$ cat src/rtl/pos_csr_pkg.sv
package pos_csr_pkg;

    localparam int unsigned OFF_STAT_A = 32'h0030_0000;
    localparam int unsigned OFF_STAT_B = 32'h0030_0004;
    localparam int unsigned OFF_STAT_C = 32'h0030_001C;
    localparam int unsigned OFF_STAT_X = 32'h0030_0008;
    localparam int unsigned OFF_CTRL   = 32'h0030_0028;

    localparam int unsigned CTRL_WORD_SHORT = 32'h0000_0006;
    localparam int unsigned CTRL_WORD_LONG  = 32'h0000_0007;

    typedef enum logic [1:0] {
        SEL_NONE = 2'd0,
        SEL_GRP  = 2'd1,
        SEL_AUX  = 2'd2,
        SEL_CTRL = 2'd3
    } csr_sel_e;

endpackage

$ cat src/rtl/pos_csr_decode.sv
module pos_csr_decode
    import pos_csr_pkg::*;
#(
    parameter int ADDR_W = 24
) (
    input  logic [ADDR_W-1:0] addr,
    input  logic              rd,
    input  logic              wr,
    output csr_sel_e          sel,
    output logic              grp_rd,
    output logic              ctrl_wr
);

    localparam int N_GRP = 3;
    localparam logic [ADDR_W-1:0] GRP_ADDR [N_GRP] = '{
        ADDR_W'(OFF_STAT_A), ADDR_W'(OFF_STAT_B), ADDR_W'(OFF_STAT_C)
    };

    logic [N_GRP-1:0] grp_hit;

    genvar gi;
    generate
        for (gi = 0; gi < N_GRP; gi++) begin : g_grp
            assign grp_hit[gi] = (addr == GRP_ADDR[gi]);
        end
    endgenerate

    always_comb begin
        sel = SEL_NONE;
        if (|grp_hit)                          sel = SEL_GRP;
        else if (addr == ADDR_W'(OFF_STAT_X))  sel = SEL_AUX;
        else if (addr == ADDR_W'(OFF_CTRL))    sel = SEL_CTRL;
    end

    assign grp_rd  = rd && (sel == SEL_GRP);
    assign ctrl_wr = wr && (sel == SEL_CTRL);

endmodule

$ cat src/rtl/pos_csr_ctrl.sv
module pos_csr_ctrl
    import pos_csr_pkg::*;
#(
    parameter int DATA_W = 32,
    parameter int CTRL_W = 16
) (
    input  logic              clk,
    input  logic              rst_n,
    input  logic              wr_en,
    input  logic [DATA_W-1:0] wdata,
    output logic [CTRL_W-1:0] ctrl_val,
    output logic              crc_long,
    output logic              bad_val
);

    typedef struct packed {
        logic [CTRL_W-1:0] ctrl;
        logic              crc_long;
        logic              bad;
    } ctrl_state_t;

    ctrl_state_t st_d, st_q;

    always_comb begin
        st_d     = st_q;
        st_d.bad = 1'b0;
        if (wr_en) begin
            st_d.ctrl = wdata[CTRL_W-1:0];
            if (wdata == DATA_W'(CTRL_WORD_LONG)) begin
                st_d.crc_long = 1'b1;
            end else if (wdata == DATA_W'(CTRL_WORD_SHORT)) begin
                st_d.crc_long = 1'b0;
            end else begin
                st_d.crc_long = 1'b0;
                st_d.bad      = 1'b1;
            end
        end
    end

    always_ff @(posedge clk or negedge rst_n) begin
        if (!rst_n) st_q <= '0;
        else        st_q <= st_d;
    end

    assign ctrl_val = st_q.ctrl;
    assign crc_long = st_q.crc_long;
    assign bad_val  = st_q.bad;

endmodule

$ cat src/rtl/pos_csr_irq.sv
module pos_csr_irq #(
    parameter int CLR_READS = 20
) (
    input  logic clk,
    input  logic rst_n,
    input  logic set_evt,
    input  logic grp_rd,
    output logic irq
);

    localparam int CNT_W = $clog2(CLR_READS + 1);
    localparam logic [CNT_W-1:0] LAST = CNT_W'(CLR_READS - 1);

    typedef struct packed {
        logic [CNT_W-1:0] cnt;
        logic             irq;
    } irq_state_t;

    irq_state_t st_d, st_q;
    logic       clear_hit;

    always_comb begin
        st_d      = st_q;
        clear_hit = 1'b0;
        if (grp_rd) begin
            if (st_q.cnt == LAST) begin
                st_d.cnt  = '0;
                clear_hit = 1'b1;
            end else begin
                st_d.cnt = st_q.cnt + 1'b1;
            end
        end
        st_d.irq = set_evt || (st_q.irq && !clear_hit);
    end

    always_ff @(posedge clk or negedge rst_n) begin
        if (!rst_n) st_q <= '0;
        else        st_q <= st_d;
    end

    assign irq = st_q.irq;

endmodule

$ cat src/rtl/pos_csr_bank.sv
module pos_csr_bank
    import pos_csr_pkg::*;
#(
    parameter int ADDR_W     = 24,
    parameter int DATA_W     = 32,
    parameter int CTRL_W     = 16,
    parameter int CLR_READS  = 20,
    parameter int GRP_VALUE  = 32'h0000_0FFF,
    parameter int AUX_VALUE  = 32'h0000_007F
) (
    input  logic              clk,
    input  logic              rst_n,
    input  logic [ADDR_W-1:0] bus_addr,
    input  logic              bus_rd,
    input  logic              bus_wr,
    input  logic [DATA_W-1:0] bus_wdata,
    output logic [DATA_W-1:0] bus_rdata,
    input  logic              irq_set,
    output logic              irq_out,
    output logic              crc_long,
    output logic              ctrl_bad
);

    csr_sel_e          sel;
    logic              grp_rd;
    logic              ctrl_wr;
    logic [CTRL_W-1:0] ctrl_val;

    typedef struct packed {
        logic [DATA_W-1:0] rdata;
    } rd_state_t;

    rd_state_t rd_d, rd_q;

    pos_csr_decode #(.ADDR_W(ADDR_W)) u_decode (
        .addr    (bus_addr),
        .rd      (bus_rd),
        .wr      (bus_wr),
        .sel     (sel),
        .grp_rd  (grp_rd),
        .ctrl_wr (ctrl_wr)
    );

    pos_csr_ctrl #(.DATA_W(DATA_W), .CTRL_W(CTRL_W)) u_ctrl (
        .clk      (clk),
        .rst_n    (rst_n),
        .wr_en    (ctrl_wr),
        .wdata    (bus_wdata),
        .ctrl_val (ctrl_val),
        .crc_long (crc_long),
        .bad_val  (ctrl_bad)
    );

    pos_csr_irq #(.CLR_READS(CLR_READS)) u_irq (
        .clk     (clk),
        .rst_n   (rst_n),
        .set_evt (irq_set),
        .grp_rd  (grp_rd),
        .irq     (irq_out)
    );

    always_comb begin
        rd_d.rdata = '0;
        if (bus_rd) begin
            unique case (sel)
                SEL_GRP:  rd_d.rdata = DATA_W'(GRP_VALUE);
                SEL_AUX:  rd_d.rdata = DATA_W'(AUX_VALUE);
                SEL_CTRL: rd_d.rdata = DATA_W'(ctrl_val);
                default:  rd_d.rdata = '0;
            endcase
        end
    end

    always_ff @(posedge clk or negedge rst_n) begin
        if (!rst_n) rd_q <= '0;
        else        rd_q <= rd_d;
    end

    assign bus_rdata = rd_q.rdata;

endmodule

$ cat config.mk
export PLATFORM = sky130hd
export DESIGN_NAME = pos_csr_bank
export DESIGN_NICKNAME = d
export VERILOG_FILES = /design/src/rtl/pos_csr_pkg.sv /design/src/rtl/pos_csr_decode.sv /design/src/rtl/pos_csr_ctrl.sv /design/src/rtl/pos_csr_irq.sv /design/src/rtl/pos_csr_bank.sv
export SDC_FILE = /design/constraint.sdc
export NUM_CORES = 1
export LEC_CHECK = 0
export ABC_AREA = 1
export BUFFER_PORTS_ARGS = -buffer_cell sky130_fd_sc_hd__buf_2
export CAP_MARGIN = 40
export CORE_MARGIN = 2
export CORE_UTILIZATION = 41
export DETAILED_ROUTE_END_ITERATION = 10
export GPL_TIMING_DRIVEN = 0
export HOLD_SLACK_MARGIN = 0.1
export PLACE_DENSITY = 0.83
export SLEW_MARGIN = 10
export SYNTH_ARGS = -nofsm -noshare
export SYNTH_HDL_FRONTEND = slang
export SYNTH_HIERARCHICAL = 1
export SYNTH_SLANG_ARGS = --single-unit
$ cat constraint.sdc
create_clock -name clk -period 1.92 [get_ports clk]
set_input_delay 0.288 -clock clk [delete_from_list [all_inputs] [get_ports clk]]
set_output_delay 0.288 -clock clk [all_outputs]
set_load 0.01 [all_outputs]
==> results of run 1 <==
## layer usage
| metal | GRT usage, % | vias to the layer above |
|---|---|---|
| li1 | - | 995 |
| met2 | 27.6 | 68 |
| met5 | 0 | - |
| met1 | 17.5 | 811 |
| met4 | 7.21 | 0 |
| met3 | 5.56 | 7 |
## area by class of cell
type / instances / area, um^2 / area share [%]
Buffer: 22 / 161 / 5.93
Clock buffer: 6 / 72.6 / 2.67
Clock inverter: 1 / 5.00 / 0.184
Inverter: 55 / 206 / 7.58
Multi-Input combinational cell: 179 / 793 / 29.1
Sequential cell: 40 / 1000 / 36.8
Tap cell: 70 / 87.6 / 3.22
Timing Repair Buffer: 79 / 395 / 14.5
## synth_stat cells
cell type	n	area, um^2
nor2b_2	1	8.76
nand2_4	2	22.5
inv_1	46	173
inv_2	9	33.8
xor2_1	2	17.5
o21ai_1	13	65.1
conb_1	1	3.75
nand2_1	76	285
buf_2	3	15.0
and2_1	1	6.26
nor2_2	4	25.0
xnor2_1	1	8.76
dfrtp_1	40	1000
nor2_1	38	143
buf_6	1	11.3
nand3b_1	1	7.51
nand2_2	2	12.5
mux2_2	1	11.3
a21oi_1	6	30.0
nor3_2	1	10.0
buf_4	18	135
ha_1	1	12.5
nand4_1	2	12.5
o21ai_0	2	10.0
nand3_1	9	45.0
## cell families after synthesis
logic type      Yosys count
buf+inv                  77
fa+ha+maj                 1
flops                    40
mux                       1
other cells               1
compound gates           21
simple gates            137
xor+xnor                  3
## state kept, by name, summed over array words and instances (netlist names)
name             flops
u_ctrl/ctrl_val     16
u_ctrl/bad_val       1
u_irq/st_q           5
u_ctrl/crc_long      1
u_irq/irq            1
bus_rdata           16
## critical path, stage by stage
cell and delay [ps]:
buf_2 110, nor2_2 130, nand2_1 80, nand2_1 80
nand2_1 60, nor2_1 100, nand2_1 80, nor2_1 280
nand2_2 160, nor3_2 250, nor2_1 80
## power by group through the flow
stage                     clock (mW)  sequential [mW]  combinational (mW)
after floorplan                    0            0.859              0.0761
after global placement             0            0.858               0.158
after detailed placement           0            0.858               0.163
after CTS                      0.518            0.842               0.163
after global routing           0.559            0.842               0.184
final                          0.500            0.843               0.162
## worst max-delay path by stage
| stage | start | endpoint | slack, ps | cells after the start |
|---|---|---|---|---|
| after floorplan | bus_addr[17] | u_irq/st_q[3]$_DFFE_PN0P_ | 430 | 9 |
| after global placement | bus_addr[17] | u_irq/st_q[3]$_DFFE_PN0P_ | 170 | 10 |
| after detailed placement | bus_addr[17] | u_irq/st_q[5]$_DFFE_PN0P_ | 110 | 10 |
| after CTS | bus_addr[17] | u_irq/st_q[5]$_DFFE_PN0P_ | 410 | 10 |
| after global routing | bus_addr[17] | u_irq/irq$_DFF_PN0_ | 200 | 12 |
| final | bus_addr[7] | u_irq/st_q[5]$_DFFE_PN0P_ | 390 | 11 |
==> impl_metrics.yaml, run 1 <==
setup_path:
  critPathRequiredTime_ps: 2090
  r2r_end: "u_irq/st_q[5]$_DFFE_PN0P_"
  slack_of_the_worst_reg_to_reg_path_ps: 810
  reg2reg_depth: 4
  worst_setup_path_end_kind: "flop"
  crit_type: "input pin to flop"
  critPathLaunchType: "input pin"
  critical_path.max_fanout: 5
  arrival_ps: 1700
  r2r_start: "u_irq/st_q[1]$_DFFE_PN0P_"
drt:
  met1_length_mm: 1.74
  route.antenna.remaining_nets: 0
  drt-total-wl_mm: 4.09
  post_drt_wl_per_cell_um: 9.04
  drt_pre_antenna_iters: 4
  drt_iter0_drc: 81
  route.detailed.vias_per_inst: 4.16
  route.met2.wl_mm: 1.97
  route.top_layer_used: "met4"
  overall_via_count_from_detail_route: 1881
  route.detailed.drc: 0
  route.met3.wl_um: 305
final_layout:
  syn2layout_area_growth_pct: 29.3
  post_layout_nonfiller_instances: 452
  fill_cells: 486
  mostFrequentLayoutCells: "82 x buf_2, 76 x nand2_1, 46 x inv_1"
  final_core_utilization_pct: 54.0
  summed_area_of_non_filler_cells_in_the_final_layout_um2: 2720
  num_antenna_cells: 0
  share_of_layout_cells_above_drive_strength_1_pct: 33.2
  most_common_cell_after_layout_fill_and_taps_aside: "buf_2"
  final_net_count: 444
clocking:
  cts.reportedPaths.clkPinSlew_ps: 70
  postCtsResizedCells: 0
  clockBufferDepth: 2
  clock_insertion_delay_worst_skew_ps: 290
  post_cts_hold_buffer_count: 0
  numCtsBuffers: 5
  clockRootBuffer: "clkbuf_8"
  cts.htree.levels: 2
  cts_tree: "done"
  count_of_clock_tree_sinks: 40
  cts.repair_timing.setup_buffer_count: 0
grt:
  grt_pass1_wl_mm: 6.78
  grt_usage_pct: 15.9
  global_route.overflow_total: 0
  largest_net_degree_at_the_start_of_global_routing: 41
  initial_antenna_violation_count: 0
  first_global_vias: 1687
timing:
  worst_pin_slew_ps: 834
  setup_repair_after_global_routing_missed_its_margin: "false"
  hold_ws_ps: 96.2
  final_min_period_over_clock_period_pct: 79.7
  setup_violations: 0
  post-route-min-period_ps: 1530
  max_slew_margin_pct: 44.4
  final-hold-violation-count: 0
  final_number_of_max_transition_violations: 0
  timing.fmax_mhz: 654
  final_critical_path_setup_slack_ps: 391
  setup_total_negative_slack_ps: 0
  worst_clock_skew_ps: 5.60
place:
  gpl.final_weighted_congestion: 0.765
  hpwlAfterDp_mm: 3.34
  numPortBuffers: 79
  place_worst_setup_slack_ps: 108
  placedCellCount: 445
  dpl_cell_area_um2: 2650
floorplan:
  io_pins: 96
  floorplan.die.width_um: 75.7
  initial_core_util_pct: 41.8
  core_area_um2: 5040
  design.die.area_um2: 5730
  chipHeight_um: 75.7
  rows: 26
power:
  power-per-cell-area_nw_per_um2: 553
  irDropWorstVdd_mv: 0.242
  cell_internal_pwr_mw: 1.17
  switching_share_pct: 22.3
  power_leakage_nw: 1.64
  totalPowerFinal_mw: 1.50
  netSwitchingPower_uw: 336
  seq_power_share_pct: 56.0
  share_clk_of_total_power_pct: 33.2
  pwr-share-comb_pct: 10.8
synth:
  synth-xor-area-share_pct: 1.25
  synth_top_family_by_area: "simple AND/OR/NAND/NOR gates"
  netlist_instances: 281
  synth.cell_area_um2: 2110
  synth_adder_area_share_pct: 0.594
  yosys-mux-area-fraction_pct: 0.535
  ys_seq_elements: 40
  synthesis.area_per_instance_um2: 7.49
  synth-seq-area-share_pct: 47.5
  yosys_warnings: 6
  synth_compound_area_share_pct: 4.99
  yosys.area_share.simple_pct: 27.5
  synthDistinctLibCells: 25
run_status:
  run_status: "completed"
flow_run:
  drv_cap: 0
hold_path:
  min_path_type: "input pin to async pin"
No activity file was read; power rests on OpenSTA's default activity.
==> run 2: changes to the inputs <==
--- a/config.mk
+++ b/config.mk
@@ -13,7 +13,7 @@
 export DETAILED_ROUTE_END_ITERATION = 10
 export GPL_TIMING_DRIVEN = 0
 export HOLD_SLACK_MARGIN = 0.1
-export PLACE_DENSITY = 0.83
+export PLACE_DENSITY = 0.86
 export SLEW_MARGIN = 10
 export SYNTH_ARGS = -nofsm -noshare
 export SYNTH_HDL_FRONTEND = slang
==> constraint.sdc (replaced) <==
create_clock -name clk -period 1.3 [get_ports clk]
set_input_delay 0.195 -clock clk [delete_from_list [all_inputs] [get_ports clk]]
set_output_delay 0.195 -clock clk [all_outputs]
set_load 0.01 [all_outputs]
==> impl_metrics.yaml, run 2 (synthesis gave the netlist of run 1 again) <==
run_status:
  run_status: "completed"
timing:
  post-route-min-period_ps: 1250
  final_min_period_over_clock_period_pct: 95.9
  setup_violations: 0
  setup_repair_after_global_routing_missed_its_margin: "true"
  final_number_of_max_transition_violations: 0
  worst_clock_skew_ps: 1.87
  final-hold-violation-count: 0
  timing.fmax_mhz: 802
final_layout:
  post_layout_nonfiller_instances: 460
  mostFrequentLayoutCells: "81 x buf_2, 72 x nand2_1, 46 x inv_1"
  share_of_layout_cells_above_drive_strength_1_pct: 36.7
  most_common_cell_after_layout_fill_and_taps_aside: "buf_2"
  final_net_count: 451
  syn2layout_area_growth_pct: 37.7
  num_antenna_cells: 0
clocking:
  clock_insertion_delay_worst_skew_ps: 280
  cts.htree.levels: 2
  clockRootBuffer: "clkbuf_8"
  cts_tree: "done"
  count_of_clock_tree_sinks: 40
  cts.reportedPaths.clkPinSlew_ps: 70
  numCtsBuffers: 5
  clockBufferDepth: 2
setup_path:
  critPathMaxStageDelay_ps: 320
  arrival_ps: 1410
  critical-path-slowest-cell: "mux2_2"
  kind_of_cell_adding_the_most_delay_to_the_critical_path: "simple AND/OR/NAND/NOR gates"
  slack_of_the_worst_reg_to_reg_path_ps: 220
  critical_path.endpoint: "u_irq/st_q[2]$_DFFE_PN0P_"
  r2r_start: "u_irq/st_q[1]$_DFFE_PN0P_"
  critical_path.startpoint: "bus_addr[7]"
  r2r_end: "u_irq/st_q[3]$_DFFE_PN0P_"
  critical_path_depth: 10
  reg2reg_depth: 4
  critical_path.max_fanout: 3
  worst_setup_path_end_kind: "flop"
  critPathRequiredTime_ps: 1470
  cp_num_buf_inv: 2
  cp_cell_instances: "buf_2 -> nor2_4 -> nand2_2 -> nand2_1 -> nand2_1 -> nor2_2 -> nand2_2 -> nor2_4 -> buf_6 -> mux2_2"
  crit_type: "input pin to flop"
  critPathLaunchType: "input pin"
drt:
  drt_iter0_drc: 50
  drt-total-wl_mm: 4.22
  route.detailed.vias_per_inst: 4.06
  drt_pre_antenna_iters: 4
  route.detailed.drc: 0
  post_drt_wl_per_cell_um: 9.17
  route.antenna.remaining_nets: 0
  overall_via_count_from_detail_route: 1866
floorplan:
  design.die.area_um2: 5730
  initial_core_util_pct: 41.8
  floorplan.die.width_um: 75.7
  core_area_um2: 5040
  rows: 26
  io_pins: 96
  chipHeight_um: 75.7
place:
  placedCellCount: 445
  gpl.final_weighted_congestion: 0.758
  numPortBuffers: 79
  hpwlAfterDp_mm: 3.34
flow_run:
  drv_cap: 0
hold_path:
  min_path_type: "input pin to flop"
power:
  irDropWorstVdd_mv: 0.447
  totalPowerFinal_mw: 2.46
  power_leakage_nw: 1.72
  power-per-cell-area_nw_per_um2: 848
grt:
  grt_usage_pct: 15.2
  grt_pass1_wl_mm: 6.71
  initial_antenna_violation_count: 0
  global_route.overflow_total: 0
  first_global_vias: 1708
  largest_net_degree_at_the_start_of_global_routing: 41
## run 2: changes by cell type in the layout (fill, tap and decap cells not counted), moves of 2 or more
| cell | delta |
|---|---|
| nor2_1 | -5 |
| nor2_4 | +5 |
| buf_4 | +4 |
| nand2_1 | -4 |
| nand2_2 | +3 |
| dlygate4sd3_1 | +2 |
## run 2: per-stage QoR
step                setup TNS (ps)  setup WS (ps)  cell area [um^2]  hold slack (ps)  utilization [%]
floorplan                        0           11.5              2170             -101                -
global placement             -6220           -240              2660              337             52.7
detailed placement           -7050           -262              2660              358             52.7
CTS                              0           39.9              2780              121             55.2
global route                 -50.3          -25.9              2900              141             57.5
finish                           0           53.5              2900              134             57.5
## run 2: layer usage
| metal | global-route usage, % | part of all wire (%) | vias to the layer above |
|---|---|---|---|
| met5 | 0 | 0 | - |
| met2 | 27.7 | 51 | 60 |
| li1 | - | - | 1009 |
| met3 | 4.76 | 6.8 | 2 |
| met1 | 16.9 | 42 | 795 |
| met4 | 4.87 | 0.43 | 0 |
## run 2: cell type report
type | instances | area, um^2
Sequential cell | 40 | 1000
Inverter | 55 | 206
Timing Repair Buffer | 86 | 477
Buffer | 22 | 164
Multi-Input combinational cell | 179 | 857
Clock buffer | 6 | 72.6
Tap cell | 70 | 87.6
Fill cell | 465 | 2140
Clock inverter | 2 | 35.0
## run 2: what timing repair did
item	4_1_cts	5_1_grt
endpoints found under the setup margin	0	23
hold endpoints to repair	41	0
gates resized for setup	0	17
buffers inserted	0	4
hold buffers	2	0
## run 2: how the worst min path moves through the flow
stage | start | endpoint | cells after the start
finish | bus_wdata[2] | u_ctrl/ctrl_val[2]$_DFFE_PN0P_ | 3
detailed placement | rst_n | bus_rdata[1]$_DFF_PN0_ | 1
global placement | rst_n | u_irq/st_q[5]$_DFFE_PN0P_ | 1
CTS | bus_wdata[2] | u_ctrl/ctrl_val[2]$_DFFE_PN0P_ | 3
floorplan | rst_n | bus_rdata[0]$_DFF_PN0_ | 0
global route | bus_wdata[1] | u_ctrl/ctrl_val[1]$_DFFE_PN0P_ | 3
## run 2: power by group
| group | switching (mW) | internal (mW) |
|---|---|---|
| logic | 0.129 | 0.132 |
| clock network | 0.385 | 0.569 |
| registers | 0.00000231 | 1.24 |
## run 2: worst min-delay path, stage by stage
cell and delay [ps]:
buf_2 90, nand2_1 40, nand2_1 50
==> run 3: changes to the inputs <==
--- a/config.mk
+++ b/config.mk
@@ -13,7 +13,9 @@
 export DETAILED_ROUTE_END_ITERATION = 10
 export GPL_TIMING_DRIVEN = 0
 export HOLD_SLACK_MARGIN = 0.1
+export MAX_ROUTING_LAYER = met4
 export PLACE_DENSITY = 0.86
+export SKIP_CTS_REPAIR_TIMING = 1
 export SLEW_MARGIN = 10
 export SYNTH_ARGS = -nofsm -noshare
 export SYNTH_HDL_FRONTEND = slang
==> constraint.sdc (replaced) <==
create_clock -name clk -period 1.1 [get_ports clk]
set_input_delay 0.165 -clock clk [delete_from_list [all_inputs] [get_ports clk]]
set_output_delay 0.165 -clock clk [all_outputs]
set_load 0.01 [all_outputs]
==> impl_metrics.yaml, run 3 (synthesis gave the netlist of run 1 again) <==
clocking:
  cts.htree.levels: 2
  count_of_clock_tree_sinks: 40
  numCtsBuffers: 5
  clockBufferDepth: 2
  clockRootBuffer: "clkbuf_8"
  clock_insertion_delay_worst_skew_ps: 290
  cts.reportedPaths.clkPinSlew_ps: 80
  cts_tree: "done"
place:
  hpwlAfterDp_mm: 3.43
  numPortBuffers: 79
  gpl.final_weighted_congestion: 0.761
  place_worst_setup_slack_ps: -369
  dpl_cell_area_um2: 2720
drt:
  post_drt_wl_per_cell_um: 10.1
  drt-total-wl_mm: 4.65
  drt_iter0_drc: 89
  drt_pre_antenna_iters: 4
  route.antenna.remaining_nets: 0
  route.detailed.drc: 0
  route.detailed.vias_per_inst: 4.27
  overall_via_count_from_detail_route: 1969
run_status:
  violations: "setup timing"
  run_status: "finished, violations left"
floorplan:
  rows: 26
  chipHeight_um: 75.7
  core_area_um2: 5040
  design.die.area_um2: 5730
  floorplan.die.width_um: 75.7
  initial_core_util_pct: 41.8
  io_pins: 96
setup_path:
  critPathMostFrequentCell: "nor2_4"
  critical-path-slowest-cell: "nor2_4"
  critPathMaxStageDelay_ps: 190
  r2r_end: "u_irq/st_q[3]$_DFFE_PN0P_"
  critical_path.endpoint: "u_ctrl/ctrl_val[12]$_DFFE_PN0P_"
  cp_cell_instances: "buf_6 -> nor2_4 -> nor2b_2 -> nand2_2 -> nor2_4 -> nand2_2 -> nor2_4 -> inv_4 -> buf_6 -> nand2_1 -> o21ai_1"
  critical_path_depth: 11
  cp_num_buf_inv: 3
  reg2reg_depth: 4
  critPathLaunchType: "input pin"
  critical_path.startpoint: "bus_addr[17]"
  slack_of_the_worst_reg_to_reg_path_ps: 20
  worst_setup_path_end_kind: "flop"
  arrival_ps: 1340
  critical_path.max_fanout: 6
  crit_type: "input pin to flop"
  critPathRequiredTime_ps: 1280
  r2r_start: "u_irq/st_q[1]$_DFFE_PN0P_"
  kind_of_cell_adding_the_most_delay_to_the_critical_path: "simple AND/OR/NAND/NOR gates"
timing:
  timing.fmax_mhz: 861
  setup_repair_after_global_routing_missed_its_margin: "true"
  final_critical_path_setup_slack_ps: -60.8
  post-route-min-period_ps: 1160
  final_number_of_max_transition_violations: 0
  worst_clock_skew_ps: 9.83
  final-hold-violation-count: 0
  final_min_period_over_clock_period_pct: 106
  setup_violations: 25
  setup_total_negative_slack_ps: -624
final_layout:
  final_net_count: 452
  most_common_cell_after_layout_fill_and_taps_aside: "buf_2"
  mostFrequentLayoutCells: "76 x buf_2, 58 x nand2_1, 46 x inv_1"
  summed_area_of_non_filler_cells_in_the_final_layout_um2: 3070
  share_of_layout_cells_above_drive_strength_1_pct: 44.2
  num_antenna_cells: 0
  syn2layout_area_growth_pct: 45.9
  final_core_utilization_pct: 60.9
flow_run:
  drv_cap: 0
hold_path:
  min_path_type: "input pin to flop"
grt:
  first_global_vias: 1755
  initial_antenna_violation_count: 0
  grt_usage_pct: 16.5
  largest_net_degree_at_the_start_of_global_routing: 41
  grt_pass1_wl_mm: 7.08
  global_route.overflow_total: 0
power:
  totalPowerFinal_mw: 3.06
  irDropWorstVdd_mv: 0.514
  power_leakage_nw: 1.77
  power-per-cell-area_nw_per_um2: 997
[run 3: changes by cell type in the layout (fill, tap and decap cells not counted), sizes merged]
cell | before | now
buf | 106 | 107
clkbuf | 6 | 7
clkinv | 1 | 0
[run 3: cell type report]
type                       count  area, um^2
fill                         432        1970
sequential                    40        1000
multi-input combinational    179         953
buffer                        22         195
tap                           70        87.6
timing repair buffer          87         499
inverter                      55         209
clock inverter                 1        30.0
clock buffer                   7        96.3
[run 3: worst min path at each step]
| stage | start | cells after the start | endpoint |
|---|---|---|---|
| after detailed placement | rst_n | 1 | bus_rdata[14]$_DFF_PN0_ |
| after floorplan | rst_n | 0 | bus_rdata[0]$_DFF_PN0_ |
| after global routing | bus_wdata[9] | 3 | u_ctrl/ctrl_val[9]$_DFFE_PN0P_ |
| final | bus_wdata[2] | 3 | u_ctrl/ctrl_val[2]$_DFFE_PN0P_ |
| after global placement | rst_n | 1 | bus_rdata[15]$_DFF_PN0_ |
| after CTS | rst_n | 1 | u_ctrl/ctrl_val[14]$_DFFE_PN0P_ |
[run 3: report_power, final]
group	internal [mW]	switching [mW]
Combinational	0.164	0.162
Clock	0.800	0.468
Sequential	1.47	0.00000287
Total	2.43	0.630
[run 3: worst min-delay path, stage by stage]
cell and delay (ps):
buf_2 90, nand2_1 50, nand2_1 50
[run 3: through the flow]
step           instances  hold WS (ps)
4_1_cts              453          9.16
3_5_place_dp         445           323
6_report             461           101
2_1_floorplan        296          -131
3_3_place_gp         445           304
5_1_grt              461           112
[run 3: metal layers]
metal  global-route usage (%)  up-vias  wire length, um
met3                     3.97        6              268
met5                        -        -                0
met1                     19.4      888             1880
li1                         -     1011                -
met2                     28.0       64             2450
met4                     4.87        0               55
